File: src/rtl/fdet_pkg.sv
package fdet_pkg;

    typedef enum logic [1:0] {
        DET_NORMAL = 2'b00,
        DET_STABLE = 2'b01,
        DET_TOGGLE = 2'b10,
        DET_RSVD   = 2'b11
    } det_mode_e;

    typedef enum logic [1:0] {
        MAP_FIELD  = 2'b00,
        MAP_INVERT = 2'b01,
        MAP_SET_A  = 2'b10,
        MAP_SET_B  = 2'b11
    } map_mode_e;

    typedef enum logic {
        LK_HUNT   = 1'b0,
        LK_LOCKED = 1'b1
    } lock_state_e;

endpackage

File: src/rtl/fdet_edge.sv
module fdet_edge (
    input  logic clk,
    input  logic rst_n,
    input  logic v_in,
    input  logic h_in,
    input  logic cfg_v_fall,
    input  logic cfg_h_inv,
    output logic ref_hit,
    output logic h_smp
);
    logic v_q;

    always_ff @(posedge clk or negedge rst_n) begin
        if (!rst_n) v_q <= 1'b0;
        else        v_q <= v_in;
    end

    always_comb begin
        ref_hit = cfg_v_fall ? (v_q & ~v_in) : (~v_q & v_in);
        h_smp   = h_in ^ cfg_h_inv;
    end

    // A reference edge is always followed by a non-reference cycle
    assert_single_edge_R2: assert property (@(posedge clk) disable iff (!rst_n)
        (ref_hit && $stable(cfg_v_fall)) |=> !ref_hit || $changed(cfg_v_fall));

endmodule

File: src/rtl/fdet_lock_fsm.sv
module fdet_lock_fsm
    import fdet_pkg::*;
#(
    parameter int CNT_W = 4
) (
    input  logic             clk,
    input  logic             rst_n,
    input  logic             ref_hit,
    input  logic             h_smp,
    input  logic             stab_en,
    input  logic             cur_field,
    input  logic [CNT_W-1:0] lock_len,
    output logic             stab_field,
    output logic             locked
);
    localparam logic [CNT_W-1:0] CNT_ONE = CNT_W'(1);
    localparam logic [CNT_W-1:0] CNT_MAX = {CNT_W{1'b1}};

    lock_state_e      state_q, state_d;
    logic [CNT_W-1:0] run_q, run_d;
    logic             prev_q, have_q;
    logic             alt;
    logic [CNT_W-1:0] lock_eff;

    always_comb begin
        alt      = have_q && (h_smp != prev_q);
        lock_eff = (lock_len == '0) ? CNT_ONE : lock_len;
        if (!alt)                run_d = '0;
        else if (run_q == CNT_MAX) run_d = run_q;
        else                     run_d = run_q + CNT_ONE;
    end

    // next state and output process
    always_comb begin
        state_d    = state_q;
        stab_field = ~cur_field;
        unique case (state_q)
            LK_HUNT: begin
                if (run_d >= lock_eff) begin
                    state_d    = LK_LOCKED;   // HUNT->LOCKED
                    stab_field = h_smp;
                end
            end
            LK_LOCKED: begin
                if (alt) begin
                    state_d    = LK_LOCKED;   // LOCKED->LOCKED
                    stab_field = h_smp;
                end else begin
                    state_d    = LK_HUNT;     // LOCKED->HUNT
                end
            end
        endcase
    end

    // state register process
    always_ff @(posedge clk or negedge rst_n) begin
        if (!rst_n) begin
            state_q <= LK_HUNT;
            run_q   <= '0;
            prev_q  <= 1'b0;
            have_q  <= 1'b0;
        end else if (ref_hit) begin
            prev_q <= h_smp;
            have_q <= 1'b1;
            if (stab_en) begin
                state_q <= state_d;
                run_q   <= run_d;
            end else begin
                state_q <= LK_HUNT;
                run_q   <= '0;
            end
        end
    end

    assign locked = (state_q == LK_LOCKED);

    // A repeated sample in stabilised mode always leaves the machine hunting
    assert_break_hunt_R8: assert property (@(posedge clk) disable iff (!rst_n)
        (ref_hit && stab_en && have_q && (h_smp == prev_q)) |=> !locked);

    // Lock can only be gained at a reference edge
    assert_lock_on_edge_R7: assert property (@(posedge clk) disable iff (!rst_n)
        !ref_hit |=> $stable(locked));

endmodule

File: src/rtl/fdet_map.sv
module fdet_map
    import fdet_pkg::*;
(
    input  logic       clk,
    input  logic       rst_n,
    input  logic       ref_hit,
    input  logic       field_nxt,
    input  logic [1:0] cfg_map_mode,
    output logic       set_sel
);
    map_mode_e map_mode;
    logic      sel_d;

    always_comb begin
        map_mode = map_mode_e'(cfg_map_mode);
        unique case (map_mode)
            MAP_FIELD:  sel_d = field_nxt;
            MAP_INVERT: sel_d = ~field_nxt;
            MAP_SET_A:  sel_d = 1'b0;
            MAP_SET_B:  sel_d = 1'b1;
        endcase
    end

    always_ff @(posedge clk or negedge rst_n) begin
        if (!rst_n)       set_sel <= 1'b0;
        else if (ref_hit) set_sel <= sel_d;
    end

    assert_force_a_R9: assert property (@(posedge clk) disable iff (!rst_n)
        (ref_hit && cfg_map_mode == 2'b10) |=> !set_sel);

    assert_follow_field_R9: assert property (@(posedge clk) disable iff (!rst_n)
        (ref_hit && cfg_map_mode == 2'b00) |=> set_sel == $past(field_nxt));

endmodule

File: src/rtl/fdet_field_select.sv
module fdet_field_select
    import fdet_pkg::*;
#(
    parameter int CNT_W = 4
) (
    input  logic             clk,
    input  logic             rst_n,
    input  logic             h_in,
    input  logic             v_in,
    input  logic             cfg_v_fall,
    input  logic             cfg_h_inv,
    input  logic [1:0]       cfg_det_mode,
    input  logic [1:0]       cfg_map_mode,
    input  logic [CNT_W-1:0] cfg_lock_len,
    output logic             field_flag,
    output logic             set_sel
);
    det_mode_e det_mode;
    logic      ref_hit, h_smp;
    logic      stab_field, locked;
    logic      field_nxt;

    assign det_mode = det_mode_e'(cfg_det_mode);

    fdet_edge u_edge (
        .clk        (clk),
        .rst_n      (rst_n),
        .v_in       (v_in),
        .h_in       (h_in),
        .cfg_v_fall (cfg_v_fall),
        .cfg_h_inv  (cfg_h_inv),
        .ref_hit    (ref_hit),
        .h_smp      (h_smp)
    );

    fdet_lock_fsm #(.CNT_W(CNT_W)) u_lock (
        .clk        (clk),
        .rst_n      (rst_n),
        .ref_hit    (ref_hit),
        .h_smp      (h_smp),
        .stab_en    (det_mode == DET_STABLE),
        .cur_field  (field_flag),
        .lock_len   (cfg_lock_len),
        .stab_field (stab_field),
        .locked     (locked)
    );

    always_comb begin
        unique case (det_mode)
            DET_NORMAL: field_nxt = h_smp;
            DET_STABLE: field_nxt = stab_field;
            DET_TOGGLE: field_nxt = ~field_flag;
            DET_RSVD:   field_nxt = h_smp;
        endcase
    end

    always_ff @(posedge clk or negedge rst_n) begin
        if (!rst_n)       field_flag <= 1'b0;
        else if (ref_hit) field_flag <= field_nxt;
    end

    fdet_map u_map (
        .clk          (clk),
        .rst_n        (rst_n),
        .ref_hit      (ref_hit),
        .field_nxt    (field_nxt),
        .cfg_map_mode (cfg_map_mode),
        .set_sel      (set_sel)
    );

    assert_quiet_hold_R10: assert property (@(posedge clk) disable iff (!rst_n)
        !ref_hit |=> ($stable(field_flag) && $stable(set_sel)));

    assert_normal_follow_R4: assert property (@(posedge clk) disable iff (!rst_n)
        (ref_hit && (cfg_det_mode == 2'b00 || cfg_det_mode == 2'b11))
        |=> field_flag == $past(h_smp));

    assert_toggle_flip_R5: assert property (@(posedge clk) disable iff (!rst_n)
        (ref_hit && cfg_det_mode == 2'b10) |=> field_flag != $past(field_flag));

    assert_locked_tracks_R7: assert property (@(posedge clk) disable iff (!rst_n)
        (ref_hit && cfg_det_mode == 2'b01) |=> (!locked || field_flag == $past(h_smp)));

endmodule

File: config.mk
export PLATFORM = sky130hd
export DESIGN_NAME = fdet_field_select
export DESIGN_NICKNAME = d
export VERILOG_FILES = /design/src/rtl/fdet_pkg.sv /design/src/rtl/fdet_edge.sv /design/src/rtl/fdet_lock_fsm.sv /design/src/rtl/fdet_map.sv /design/src/rtl/fdet_field_select.sv
export SDC_FILE = /design/constraint.sdc
export NUM_CORES = 1
export LEC_CHECK = 0
export BUFFER_PORTS_ARGS = -buffer_cell sky130_fd_sc_hd__buf_2
export CAP_MARGIN = 40
export CORE_MARGIN = 5
export CORE_UTILIZATION = 40
export DETAILED_ROUTE_END_ITERATION = 8
export SETUP_SLACK_MARGIN = 0.2
export SLEW_MARGIN = 20
export SYNTH_ARGS = -nofsm -noshare
export SYNTH_HDL_FRONTEND = slang
export SYNTH_HIERARCHICAL = 1
export SYNTH_SLANG_ARGS = --single-unit
File: constraint.sdc
create_clock -name clk -period 2.5 [get_ports clk]
set_input_delay 0.125 -clock clk [delete_from_list [all_inputs] [get_ports clk]]
set_output_delay 0.125 -clock clk [all_outputs]
set_load 0.005 [all_outputs]
-- Word level (Yosys, flattened, before mapping)
Index checks and enable logic that the tools add are counted.
- output and inout bits: 2
- register bits after elaboration: 10
- word-level logic and storage cells: 44
- add/sub/neg operators: 1
- reductions and logical operators: 5
- multiplexer cells: 14
- bitwise logic cells: 8
- order comparisons: 1
- equality and inequality tests: 8
- operator list (cell ; count):
    two-way mux 4 bit ; 4
    equality test 2 bit, second input constant ; 4
    two-way mux 1 bit ; 6
    inverter 1 bit ; 5
    adder 4 x 1 -> 4 bit, second input constant ; 1
    equality test 2 x 1 -> 1 bit, second input constant ; 2
    equality test 4 bit, second input constant ; 1
    >= comparator 4 bit ; 1
    logical NOT 2 bit ; 2
    logical NOT 4 bit ; 1
    one-hot mux 1 bit (2 select lines) ; 2
    one-hot mux 1 bit (4 select lines) ; 1
    one-hot mux 1 bit (3 select lines) ; 1
    AND 1 bit ; 2
    OR reduction 2 bit ; 1
    logical AND 1 bit ; 1
    != test 1 bit ; 1
    XOR 1 bit ; 1

-- Longest topological paths before layout
Gate-level depths: netlist of run 1.
- depth after elaboration: 10
- depth in mapped cells: 13
- gate-level depth less buffers: 13

-- By module
Netlist of run 1, hierarchy kept.
- by module, submodules not included (module ; area each (um^2) ; cells each ; instances):
    fdet_lock_fsm ; 533.0 ; 57 ; 1
    fdet_field_select ; 106.4 ; 13 ; 1
    fdet_map ; 65.1 ; 6 ; 1
    fdet_edge ; 56.3 ; 5 ; 1

-- Worst setup path before layout of run 1
No wires, ideal clock.
- kind: reg-to-reg
- start: reg u_lock.run_q[0]
- end: reg u_map.set_sel
- setup slack: 18 ps
- arrival: 2352 ps
- stages on the path, launching flop included: 14
- clock period less this slack: 2482 ps
- path through: dfrtp_1 ha_1 nand3_1 mux2i_1 nor2_1 ha_1 o211ai_1 o21ai_0 a21boi_2 mux2i_1 nand2_1 o21ai_0 nor2b_1 o221ai_2
- cells in the longest elaborated chain, start to end: 9
- RTL lines (what ; line ; text):
    from (decl) ; fdet_lock_fsm.sv:20 ; logic [CNT_W-1:0] run_q, run_d;
    from (signal assigned) ; fdet_lock_fsm.sv:67 ; run_q <= run_d;
    adder 4 x 1 -> 4 bit / equality test 4 bit (equally long branches) ; fdet_lock_fsm.sv:30, fdet_lock_fsm.sv:29 ;
    two-way mux 4 bit * ; fdet_lock_fsm.sv:29 ; else if (run_q == CNT_MAX) run_d = run_q;
    two-way mux 4 bit * ; fdet_lock_fsm.sv:28 ; if (!alt) run_d = '0;
    >= comparator 4 bit * ; fdet_lock_fsm.sv:39 ; if (run_d >= lock_eff) begin
    two-way mux 1 bit * ; fdet_lock_fsm.sv:39 ;
    one-hot mux 1 bit (2 select lines) * ; fdet_lock_fsm.sv:37 ; unique case (state_q)
    net stab_field ; fdet_field_select.sv:20 ; logic stab_field, locked;
    one-hot mux 1 bit (3 select lines) * ; fdet_field_select.sv:49 ; unique case (det_mode)
    net field_nxt ; fdet_field_select.sv:21 ; logic field_nxt;
    inverter 1 bit ; fdet_map.sv:18 ; MAP_INVERT: sel_d = ~field_nxt;
    one-hot mux 1 bit (4 select lines) * ; fdet_map.sv:16 ; unique case (map_mode)
    to (signal assigned) ; fdet_map.sv:26 ; else if (ref_hit) set_sel <= sel_d;
    to (decl) ; fdet_map.sv:9 ; output logic set_sel
Mark *: on every way through the listed nets, which the timed path passes. The rest lies on a longest branch.
A chain may end at the register's enable or synchronous reset.

-- Worst setup path after layout of run 1
Ends and elaborated chain as after synthesis.

==> results by group, run 1 <==
Clock tree
  • Clock transition at path regs: approximately 0.07 ns
  • Number of CTS-inserted buffers: 3
  • Clock sink count: 10
  • Clk_lat worst skew: between 0.2 and 0.3 ns
  • CTS tree: built
  • Root buffer cell: clkbuf_4
  • H-tree levels: 1
  • Clk buf depth: 2

Setup path
  • Slowest-stage cell, CP: dfrtp_1
  • Worst R2R Setup Slack: 0.02 ns
  • CP top delay family: compound AO/OA/AOI/OAI gates
  • Cells on worst reg2reg path: 13
  • Setup CP Type: reg -> reg
  • CP bufs+invs: 0
  • Critical path, cell by cell: ha_4 -> nand3_4 -> mux2i_2 -> nor2_1 -> ha_1 -> o211ai_1 -> o21ai_1 -> a21boi_2 -> mux2i_1 -> nand2_1 -> o21ai_2 -> nor2b_4 -> o221ai_2
  • Worst Path Arrival: approximately 2.6 ns
  • Setup crit end kind: flop
  • Worst-path fanout max: 5
  • Crit-path max cell delay: roughly 0.42 ns
  • CP startpoint kind: flop
  • Critical Path RT: roughly 2.6 ns
  • Crit. path cell count: 13

Global route
  • First-pass GRT wire length: 2.93 mm
  • Congestion Overflow GR: 0
  • Largest net degree at the start of global routing: 16
  • Vias in the first global route: roughly 740
  • Tot GR Track Use: ~14%
  • Initial antenna violation count: 0

Timing
  • FMAX: just over 400 MHz
  • RSZ-0062 raised after global routing: yes
  • Setup WS post-layout: around 0.017 ns
  • Final Max Slew Viols: 0
  • Max_slew headroom: 57.7%
  • Tcrit/Tclk final: 99.3%
  • Worst slew pin tran: around 0.63 ns
  • Final setup vio count: 0
  • Final min period: ~2.5 ns
  • Fin. Hold Viols: 0
  • Post-Route Skew: roughly 0.0085 ns

Routing
  • Final WL: approximately 1.6 mm
  • Vias post-DR: 690
  • Vias per inst: ~5.2
  • Initial DRC Count: 13
  • Final ANT Viol Nets: 0
  • TritonRoute pass-1 iters: 4
  • Final routed DRC violation total: 0
  • Average wire per standard cell: between 10 and 15 um

Final layout
  • Layout cells sized above 1: a little over two fifths
  • Multi-input gate area: around 530 um2
  • Fillers: between 150 and 200
  • Area Overhead vs Synth: 34.5%
  • # diodes: 0
  • Most common cell after layout, fill and taps aside: buf_2
  • Most frequent cells in the layout: 15 x buf_2, 10 x dfrtp_1, 8 x inv_1, 8 x buf_4
  • Nets@finish: about 130
  • Register area: 250 um2
  • Layout Cells excl Fill: between 100 and 150

Floorplanning
  • Die span in x: 53.6 um
  • Die area: roughly 0.0029 mm2
  • Initial core utilization: ~43%
  • Die height: ~54 um
  • Core Region: 0.00176 mm2
  • Site Rows: 15
  • # IOs: 16

Placed design
  • DP HPWL: 1.26 mm
  • Placer congestion estimate: between 0.7 and 0.8
  • Dpl cells: 127
  • Port bufs: 15
  • Pre-CTS setup slack: -0.0519 ns

Run status
  • Status: complete, no violations

Power and ir drop
  • Pleak: between 0.4 and 0.5 nW
  • Sequential fraction of design power: around two fifths
  • Net Sw Frac: between 30% and 40%
  • Pwr dens: about 460 mW/mm2
  • Logic pwr share: 37.4%
  • Max VDD drop: 0.272 mV
  • Clock group share of total power: 22.3%
  • P_sw: 0.148 mW
  • Pint: roughly 0.33 mW

Yosys
  • Synth cell types: 35
  • Synth Area per Inst: around 9.4 um2
  • Cells after Synth: 81
  • Synthesized flop and latch total: 10
  • Syn. warnings: 6
  • Sequential area share after synthesis: about 33%
  • Mapped cell area: roughly 760 um2
  • Post-synthesis async set-or-reset flop share: 100%
  • Main synth FF type: dfrtp_1
  • Post-synth net total: between 100 and 150
  • Number of synthesized flops with an enable pin: 0

Job
  • Max-Cap Viols: 0

Worst hold path
  • Hold Path Depth: 3
  • Worst hold-check path type: in -> reg
-- registers in the layout, indices dropped and copies added, names as in the netlist --
register,flops
u_map/set_sel,1
u_lock/run_q,4
field_flag,1
u_edge/v_q,1
u_lock/prev_q,1
u_lock/locked,1
u_lock/have_q,1
-- path summary, 6_finish.rpt --
check	to	start
hold reg to reg	field_flag	field_flag
hold / removal	u_map/set_sel	cfg_map_mode[1]
setup / recovery	u_map/set_sel	u_lock/run_q[0]
max in group asynchronous	u_lock/prev_q	rst_n
min in group asynchronous	u_lock/run_q[1]	rst_n
setup reg to reg	u_map/set_sel	u_lock/run_q[0]
-- metal layers --
metal	share of wire, %	global-route usage [%]	vias to the layer above
met5	0	0	-
li1	-	-	340
met1	46	16.1	330
met4	0.74	5.11	0
met3	4.8	2.49	2
met2	48	24.9	18
-- tightest hold or removal path: stages --
cell and delay, ns:
buf_2 0.11, nor2b_4 0.04, o221ai_2 0.11
-- power groups by stage --
| stage | combinational (mW) | clock, mW | sequential (mW) |
|---|---|---|---|
| after global routing | 0.197 | 0.121 | 0.193 |
| after global placement | 0.162 | 0 | 0.194 |
| after floorplan | 0.100 | 0 | 0.194 |
| after CTS | 0.175 | 0.110 | 0.191 |
| after detailed placement | 0.165 | 0 | 0.194 |
| final | 0.177 | 0.106 | 0.191 |
-- timing repair --
action                                 CTS  global route
setup buffers                            0             1
resized for setup                        3             2
hold buffers                             2             0
setup endpoints to repair                1             2
endpoints found under the hold margin   11             0
pin swaps                                1             2
-- metrics by stage --
step / power (mW) / hold WS, ns / instance area (um2) / setup TNS [ns] / util [%]
6_report: 0.474 / 0.177 / 1020 / 0 / 58.0
4_1_cts: 0.476 / 0.156 / 1010 / -0.0289 / 57.1
3_3_place_gp: 0.356 / -0.00300 / 951 / -0.0170 / 53.9
2_1_floorplan: 0.295 / -0.171 / 803 / 0 / -
5_1_grt: 0.510 / 0.186 / 1020 / -0.193 / 58.0
3_5_place_dp: 0.359 / -0.00124 / 951 / -0.0519 / 53.9
-- final cells by class --
type	count	share of cell area [%]
Clock buffer	3	2.20
Inverter	8	2.93
Multi-Input combinational cell	62	52.2
Sequential cell	10	24.4
Tap cell	25	3.06
Timing Repair Buffer	25	15.2
-- kinds of logic (layout without fill, tap and decap cells) --
group                    Yosys count  count (layout)  synth area share (%)
flip-flops                        10              10                  32.9
adder cells (fa/ha/maj)            7               7                  11.5
XOR/XNOR                           3               3                  4.44
AND/OR/NAND/NOR                   30              30                  21.4
buffers and inverters              9              36                  5.43
multiplexers                       4               4                  5.59
AO/OA/AOI/OAI                     18              18                  18.8
-- Yosys cell counts, drive strengths merged (2+ instances only) --
cell type   n  area [um2]
mux2        2        22.5
xor2        3        33.8
nor2b       3        18.8
ha          7        87.6
nand2       7        26.3
nor2        6        22.5
o21ai       4        23.8
mux2i       2        20.0
a21oi       5        28.8
nand3       4        25.0
inv         8        30.0
nor3        2        10.0
o21a        2        15.0
dfrtp      10         250
or2         2        12.5
No activity file was read; power rests on OpenSTA's default activity.
==> inputs of run 2 (changes only) <==
--- a/config.mk
+++ b/config.mk
@@ -5,6 +5,7 @@
 export SDC_FILE = /design/constraint.sdc
 export NUM_CORES = 1
 export LEC_CHECK = 0
+export ABC_AREA = 1
 export BUFFER_PORTS_ARGS = -buffer_cell sky130_fd_sc_hd__buf_2
 export CAP_MARGIN = 40
 export CORE_MARGIN = 5
@@ -14,5 +15,4 @@
 export SLEW_MARGIN = 20
 export SYNTH_ARGS = -nofsm -noshare
 export SYNTH_HDL_FRONTEND = slang
-export SYNTH_HIERARCHICAL = 1
 export SYNTH_SLANG_ARGS = --single-unit
==> results by group, run 2 <==
Run status
  • Status: complete, no violations

Final layout
  • Final Instance Area: 0.00104 mm2 (+1.5%)
  • Final Util: 54.0% (-4.0 points)
  • Layout cells sized above 1: 36.2% (-7.3 points)
  • Most common cell after layout, fill and taps aside: inv_1
  • Area Overhead vs Synth: 30.3%
  • Max reg flops: 4 (unchanged)
  • # diodes: 0 (unchanged)
  • Most flops, register: u_lock.run_q
  • Fillers: 204 (+13%)
  • Nets@finish: 150 (+15%)
  • Most frequent cells in the layout: 22 x inv_1, 19 x nand2_1, 15 x buf_2, 10 x dfrtp_1, 6 x nand3_1

Floorplanning
  • Site Rows: 16 (+1)
  • Initial core utilization: 41.5% (-1.6 points)
  • Die height: 54.6 um (+1.9%)
  • Die area: 0.00298 mm2 (+3.9%)
  • Core Region: 0.00192 mm2 (+8.9%)
  • Die span in x: 54.6 um (+1.9%)
  • # IOs: 16 (unchanged)

Yosys
  • Most common cell in the netlist: inv_1
  • Syn. warnings: 0 (-6)
  • Post-synth net total: 125 (+23%)
  • Commonest cells in the netlist: 23 x inv_1, 19 x nand2_1, 10 x dfrtp_1
  • Synthesized flop and latch total: 10 (unchanged)
  • Cells after Synth: 103 (+27%)
  • Main synth FF type: dfrtp_1
  • Mapped cell area: 797 um2 (+4.8%)
  • Sequential area share after synthesis: 31.4% (-1.5 points)
  • Synth Area per Inst: 7.74 um2 (-18%)
  • Synth top area share: 31.4% (-1.5 points)
  • Synth cell types: 23 (-34%)
  • Cell taking the most area after synthesis: dfrtp_1
  • Number of synthesized flops with an enable pin: 0 (unchanged)
  • Post-synthesis async set-or-reset flop share: 100% (unchanged)
  • Ranking of synthesized cells by area: dfrtp_1 31%, ha_1 13%, inv_1 11%, nand2_1 8.9%, nand3_2 5.0%

Timing
  • Post-Route Skew: 0.00804 ns (-0.000472 ns)
  • FMAX: 465 MHz (+15%)
  • Worst slew pin tran: 0.246 ns (-0.389 ns)
  • Final min period: 2.15 ns (-0.332 ns)
  • Final Max Slew Viols: 0 (unchanged)
  • Tcrit/Tclk final: 86.0% (-13 points)
  • Final setup vio count: 0 (unchanged)
  • Setup TNS: 0 ns (unchanged)
  • Final hold slack: 0.208 ns (+0.0314 ns)
  • Max_slew headroom: 83.6% (+26 points)
  • RSZ-0062 raised after global routing: no
  • Fin. Hold Viols: 0 (unchanged)

Global route
  • Vias in the first global route: 673 (-8.8%)
  • Largest net degree at the start of global routing: 14 (-2)
  • Initial antenna violation count: 0 (unchanged)
  • Tot GR Track Use: 12.3% (-1.5 points)
  • First-pass GRT wire length: 2.64 mm (-10%)
  • Congestion Overflow GR: 0 (unchanged)

Clock tree
  • Clock transition at path regs: 0.07 ns (about the same)
  • Root buffer cell: clkbuf_4
  • Clk buf depth: 2 (unchanged)
  • H-tree levels: 1 (unchanged)
  • CTS tree: built
  • Clk_lat worst skew: 0.26 ns (about the same)
  • Clock sink count: 10 (unchanged)
  • Number of CTS-inserted buffers: 3 (unchanged)

Power and ir drop
  • Pleak: 0.545 nW (+14%)
  • Max VDD drop: 0.483 mV (+78%)
  • Pwr dens: 466 mW/mm2 (+0.64%)

Setup path
  • CP startpoint kind: flop
  • Slowest-stage cell, CP: dfrtp_1
  • Critical path, cell by cell: ha_4 -> o2111ai_2 -> o21ai_1 -> nand2_1 -> inv_1 -> ha_4 -> nand2_1 -> inv_1 -> nand2_1 -> nand4_1 -> nand2_2 -> nand2_2 -> nand3_2 -> nand3_2 -> nand2_1 -> nand3_1 -> nand2_1
  • Worst-path fanout max: 4 (-1)
  • Critical Path RT: 2.66 ns (+0.04 ns)
  • Worst Path Arrival: 2.31 ns (-0.29 ns)
  • CP top delay family: simple AND/OR/NAND/NOR gates
  • Most used cell along the critical path: nand2_1
  • CP bufs+invs: 2 (+2)
  • Crit-path max cell delay: 0.42 ns (about the same)
  • Setup CP Type: reg -> reg
  • Setup crit end kind: flop

Placed design
  • DP HPWL: 1.25 mm (-0.92%)
  • Area after DPL: 898 um2 (-5.5%)
  • Placer congestion estimate: 0.754 (-0.59%)
  • Port bufs: 15 (unchanged)

Routing
  • Initial DRC Count: 5 (-8)
  • Average wire per standard cell: 10.5 um (-14%)
  • Final routed DRC violation total: 0 (unchanged)
  • Vias per inst: 4.63 (-11%)
  • Vias post-DR: 713 (+3.3%)
  • TritonRoute pass-1 iters: 4 (unchanged)
  • Final WL: 1.62 mm (+0.12%)
  • Final ANT Viol Nets: 0 (unchanged)

Worst hold path
  • Worst hold-check path type: in -> reg

Job
  • Max-Cap Viols: 0 (unchanged)
run 2: routing by layer:
layer	routed length, um	vias up	share of wire [%]	track usage (%)
li1	-	380	-	-
met1	695	319	43	13.5
met2	858	14	53	22.8
met3	63	0	3.9	4.63
met4	0	0	0	1.24
met5	0	-	0	0
run 2: final cells by class:
type / instances / area (um2) / share of cell area (%)
multi-input combinational: 67 / 499 / 48.1
inverter: 25 / 93.8 / 9.04
timing repair buffer: 21 / 125 / 12.0
tap: 27 / 33.8 / 3.25
clock buffer: 4 / 36.3 / 3.49
sequential: 10 / 250 / 24.1
run 2: worst paths after layout:
path | start | end | slack (ns) | cells past startpoint
max reg2reg | u_lock.run_q[1] | u_map.set_sel | 0.35 | 17
max | u_lock.run_q[1] | u_map.set_sel | 0.35 | 17
max in group asynchronous | rst_n | u_lock.run_q[2] | 2.07 | 2
min in group asynchronous | rst_n | u_lock.have_q | 0.24 | 2
min | cfg_map_mode[0] | u_map.set_sel | 0.21 | 4
min reg2reg | u_map.set_sel | u_map.set_sel | 0.53 | 2
run 2: cell families (layout without fill, tap and decap cells):
group | count (synthesis) | in the layout | share of synthesized area [%]
AND/OR/NAND/NOR | 44 | 44 | 31.6
AO/OA/AOI/OAI | 14 | 14 | 10.7
adder cells (fa/ha/maj) | 8 | 8 | 12.6
XOR/XNOR | 1 | 1 | 1.10
flip-flops | 10 | 10 | 31.4
buffers and inverters | 26 | 50 | 12.7
run 2: report_power, final:
group,switching (mW),internal (mW)
logic,0.0879,0.0659
registers,0.0103,0.177
clock network,0.0542,0.0883
run 2: per-stage QoR:
step                instances  setup slack [ns]  power, mW
detailed placement        144             0.159      0.328
CTS                       151             0.214      0.478
global route              154             0.198      0.523
global placement          144             0.247      0.326
floorplan                 103             0.380      0.290
finish                    154             0.349      0.484
run 2: timing repair:
| item | in CTS | in global routing |
|---|---|---|
| hold buffers | 2 | 0 |
| buffers inserted | 1 | 3 |
| endpoints found under the hold margin | 11 | 0 |
| pin swaps | 1 | 10 |
| setup endpoints to repair | 1 | 2 |
| gates resized for setup | 1 | 9 |
run 2: worst register-to-register path, delay by kind of cell (launching register included):
family | cells | cell delay, ns
flops | 1 | 0.42
compound gates | 2 | 0.26
simple gates | 11 | 0.78
fa+ha+maj | 2 | 0.46
buf+inv | 2 | 0.13
==> inputs of run 3 (changes only) <==
--- a/config.mk
+++ b/config.mk
@@ -6,7 +6,7 @@
 export NUM_CORES = 1
 export LEC_CHECK = 0
 export ABC_AREA = 1
-export BUFFER_PORTS_ARGS = -buffer_cell sky130_fd_sc_hd__buf_2
+export BUFFER_PORTS_ARGS = -buffer_cell sky130_fd_sc_hd__buf_4
 export CAP_MARGIN = 40
 export CORE_MARGIN = 5
 export CORE_UTILIZATION = 40
==> results by group, run 3 (synthesized netlist as in run 2, its figures left out) <==
Floorplanning
  • Core Region: 0.00192 mm2 (unchanged)
  • Die height: 54.6 um (unchanged)
  • Site Rows: 16 (unchanged)
  • Die span in x: 54.6 um (unchanged)
  • Initial core utilization: 41.5% (unchanged)
  • Die area: 0.00298 mm2 (unchanged)
  • # IOs: 16 (unchanged)

Worst hold path
  • Sink of the worst hold path: u_map.set_sel
  • Hold Path Depth: 5 (+1)
  • Worst hold-check path type: in -> reg
  • Min-delay src: cfg_map_mode[0]

Setup path
  • Setup CP Type: reg -> reg
  • Cells on worst reg2reg path: 14 (-3)
  • Critical R2R Launch: u_lock.run_q[1]
  • CP startpoint kind: flop
  • Setup crit end kind: flop
  • Worst r2r dst: u_map.set_sel
  • Worst-path fanout max: 4 (unchanged)
  • Critical Path RT: 2.65 ns (about the same)
  • Worst Path Arrival: 2.31 ns (about the same)
  • Worst R2R Setup Slack: 0.34 ns (about the same)

Routing
  • Final WL: 1.57 mm (-2.7%)
  • Vias post-DR: 740 (+3.8%)
  • Initial DRC Count: 9 (+4)
  • TritonRoute pass-1 iters: 4 (unchanged)
  • Final routed DRC violation total: 0 (unchanged)
  • Average wire per standard cell: 10.3 um (-1.4%)
  • Vias per inst: 4.87 (+5.2%)
  • Final ANT Viol Nets: 0 (unchanged)

Clock tree
  • Root buffer cell: clkbuf_4
  • CTS tree: built
  • Number of CTS-inserted buffers: 3 (unchanged)
  • Clk_lat worst skew: 0.26 ns (about the same)
  • H-tree levels: 1 (unchanged)
  • Clock transition at path regs: 0.06 ns (about the same)
  • Clk buf depth: 2 (unchanged)
  • Clock sink count: 10 (unchanged)

Job
  • Max-Cap Viols: 0 (unchanged)

Final layout
  • Max reg flops: 4 (unchanged)
  • # diodes: 0 (unchanged)
  • Register area: 250 um2 (unchanged)
  • Most flops, register: u_lock.run_q
  • Most frequent cells in the layout: 23 x inv_1, 19 x nand2_1, 18 x buf_4, 10 x dfrtp_1, 6 x nand3_1
  • Layout cells sized above 1: 34.4% (-1.8 points)
  • Most common cell after layout, fill and taps aside: inv_1
  • Multi-input gate area: 499 um2 (unchanged)
  • Area Overhead vs Synth: 32.3%
  • Nets@finish: 149 (-0.67%)
  • Fillers: 201 (-1.5%)

Global route
  • Tot GR Track Use: 12.3% (+0.043 points)
  • Largest net degree at the start of global routing: 14 (unchanged)
  • Congestion Overflow GR: 0 (unchanged)
  • First-pass GRT wire length: 2.68 mm (+1.6%)
  • Vias in the first global route: 681 (+1.2%)
  • Initial antenna violation count: 0 (unchanged)

Timing
  • FMAX: 463 MHz (-0.38%)
  • Post-Route Skew: 0.00356 ns (-0.00448 ns)
  • Final Max Slew Viols: 0 (unchanged)
  • Setup TNS: 0 ns (unchanged)
  • Tcrit/Tclk final: 86.4% (+0.33 points)
  • Max_slew headroom: 79.4% (-4.2 points)
  • Worst slew pin tran: 0.306 ns (+0.0606 ns)
  • Final min period: 2.16 ns (+0.00829 ns)
  • Fin. Hold Viols: 0 (unchanged)
  • RSZ-0062 raised after global routing: no
  • Final setup vio count: 0 (unchanged)

Placed design
  • Port bufs: 15 (unchanged)
  • DP HPWL: 1.25 mm (-0.21%)
  • Placer congestion estimate: 0.709 (-6.0%)

Power and ir drop
  • Max VDD drop: 0.454 mV (-6.0%)
  • Pleak: 0.548 nW (+0.55%)
  • Pwr dens: 431 mW/mm2 (-7.4%)
  • Power, Total: 0.455 mW (-5.9%)

Run status
  • Status: complete, no violations
## run 3: cell count changes in the layout (fill, tap and decap cells not counted), sizes merged
| cell | previous run | this run |
|---|---|---|
| buf | 19 | 18 |
| clkbuf | 4 | 3 |
## run 3: layer usage
layer / part of all wire (%) / track usage (%)
met4: 0 / 1.24
met2: 52 / 21.9
met5: 0 / 0
met3: 6.7 / 5.45
met1: 41 / 14.0
## run 3: how the worst max path moves through the flow
stage | slack [ns] | to | cells after the start | from
after floorplan | 0.38 | u_map.set_sel | 16 | u_lock.run_q[0]
after global placement | 0.25 | u_map.set_sel | 14 | u_lock.run_q[0]
after detailed placement | 0.22 | u_map.set_sel | 14 | u_lock.run_q[0]
after CTS | 0.20 | u_map.set_sel | 16 | u_lock.run_q[0]
after global routing | 0.14 | u_map.set_sel | 14 | u_lock.run_q[1]
final | 0.34 | u_map.set_sel | 14 | u_lock.run_q[1]
## run 3: timing repair
| item | 4_1_cts | 5_1_grt |
|---|---|---|
| endpoints found under the hold margin | 11 | 0 |
| resized for setup | 0 | 9 |
| hold buffers | 2 | 0 |
| setup buffers | 0 | 3 |
| endpoints found under the setup margin | 0 | 2 |
## run 3: layout make-up
type                    count  area share, %
repair buffers             20           14.7
inverters                  25           8.90
flip-flops and latches     10           23.7
clock buffers               3           2.14
well taps                  27           3.20
multi-input cells          67           47.3
## run 3: stage by stage
stage	instances	utilization, %	hold WS [ns]	instance area (um2)	worst slack [ns]
3_3_place_gp	144	48.7	-0.0413	936	0.250
4_1_cts	149	50.9	0.184	978	0.201
5_1_grt	152	54.9	0.199	1050	0.139
6_report	152	54.9	0.179	1050	0.341
2_1_floorplan	103	-	-0.171	797	0.380
3_5_place_dp	144	48.7	-0.0402	936	0.216
## run 3: where the power goes
group | internal [mW] | switching [mW]
Sequential | 0.177 | 0.0109
Combinational | 0.0733 | 0.0872
Clock | 0.0554 | 0.0511
## run 3: worst max-delay path: stages, from the launching register on
cell and delay, ns:
dfrtp_1 0.42, ha_4 0.19, o21ai_0 0.27, nor2_1 0.10, ha_1 0.30, nand2_1 0.06
inv_1 0.04, nand2_1 0.06, nand4_1 0.15, nand2_2 0.10, nand2_2 0.05, nand3_2 0.09
nand4_1 0.08, nand3_1 0.09, nand2_1 0.05
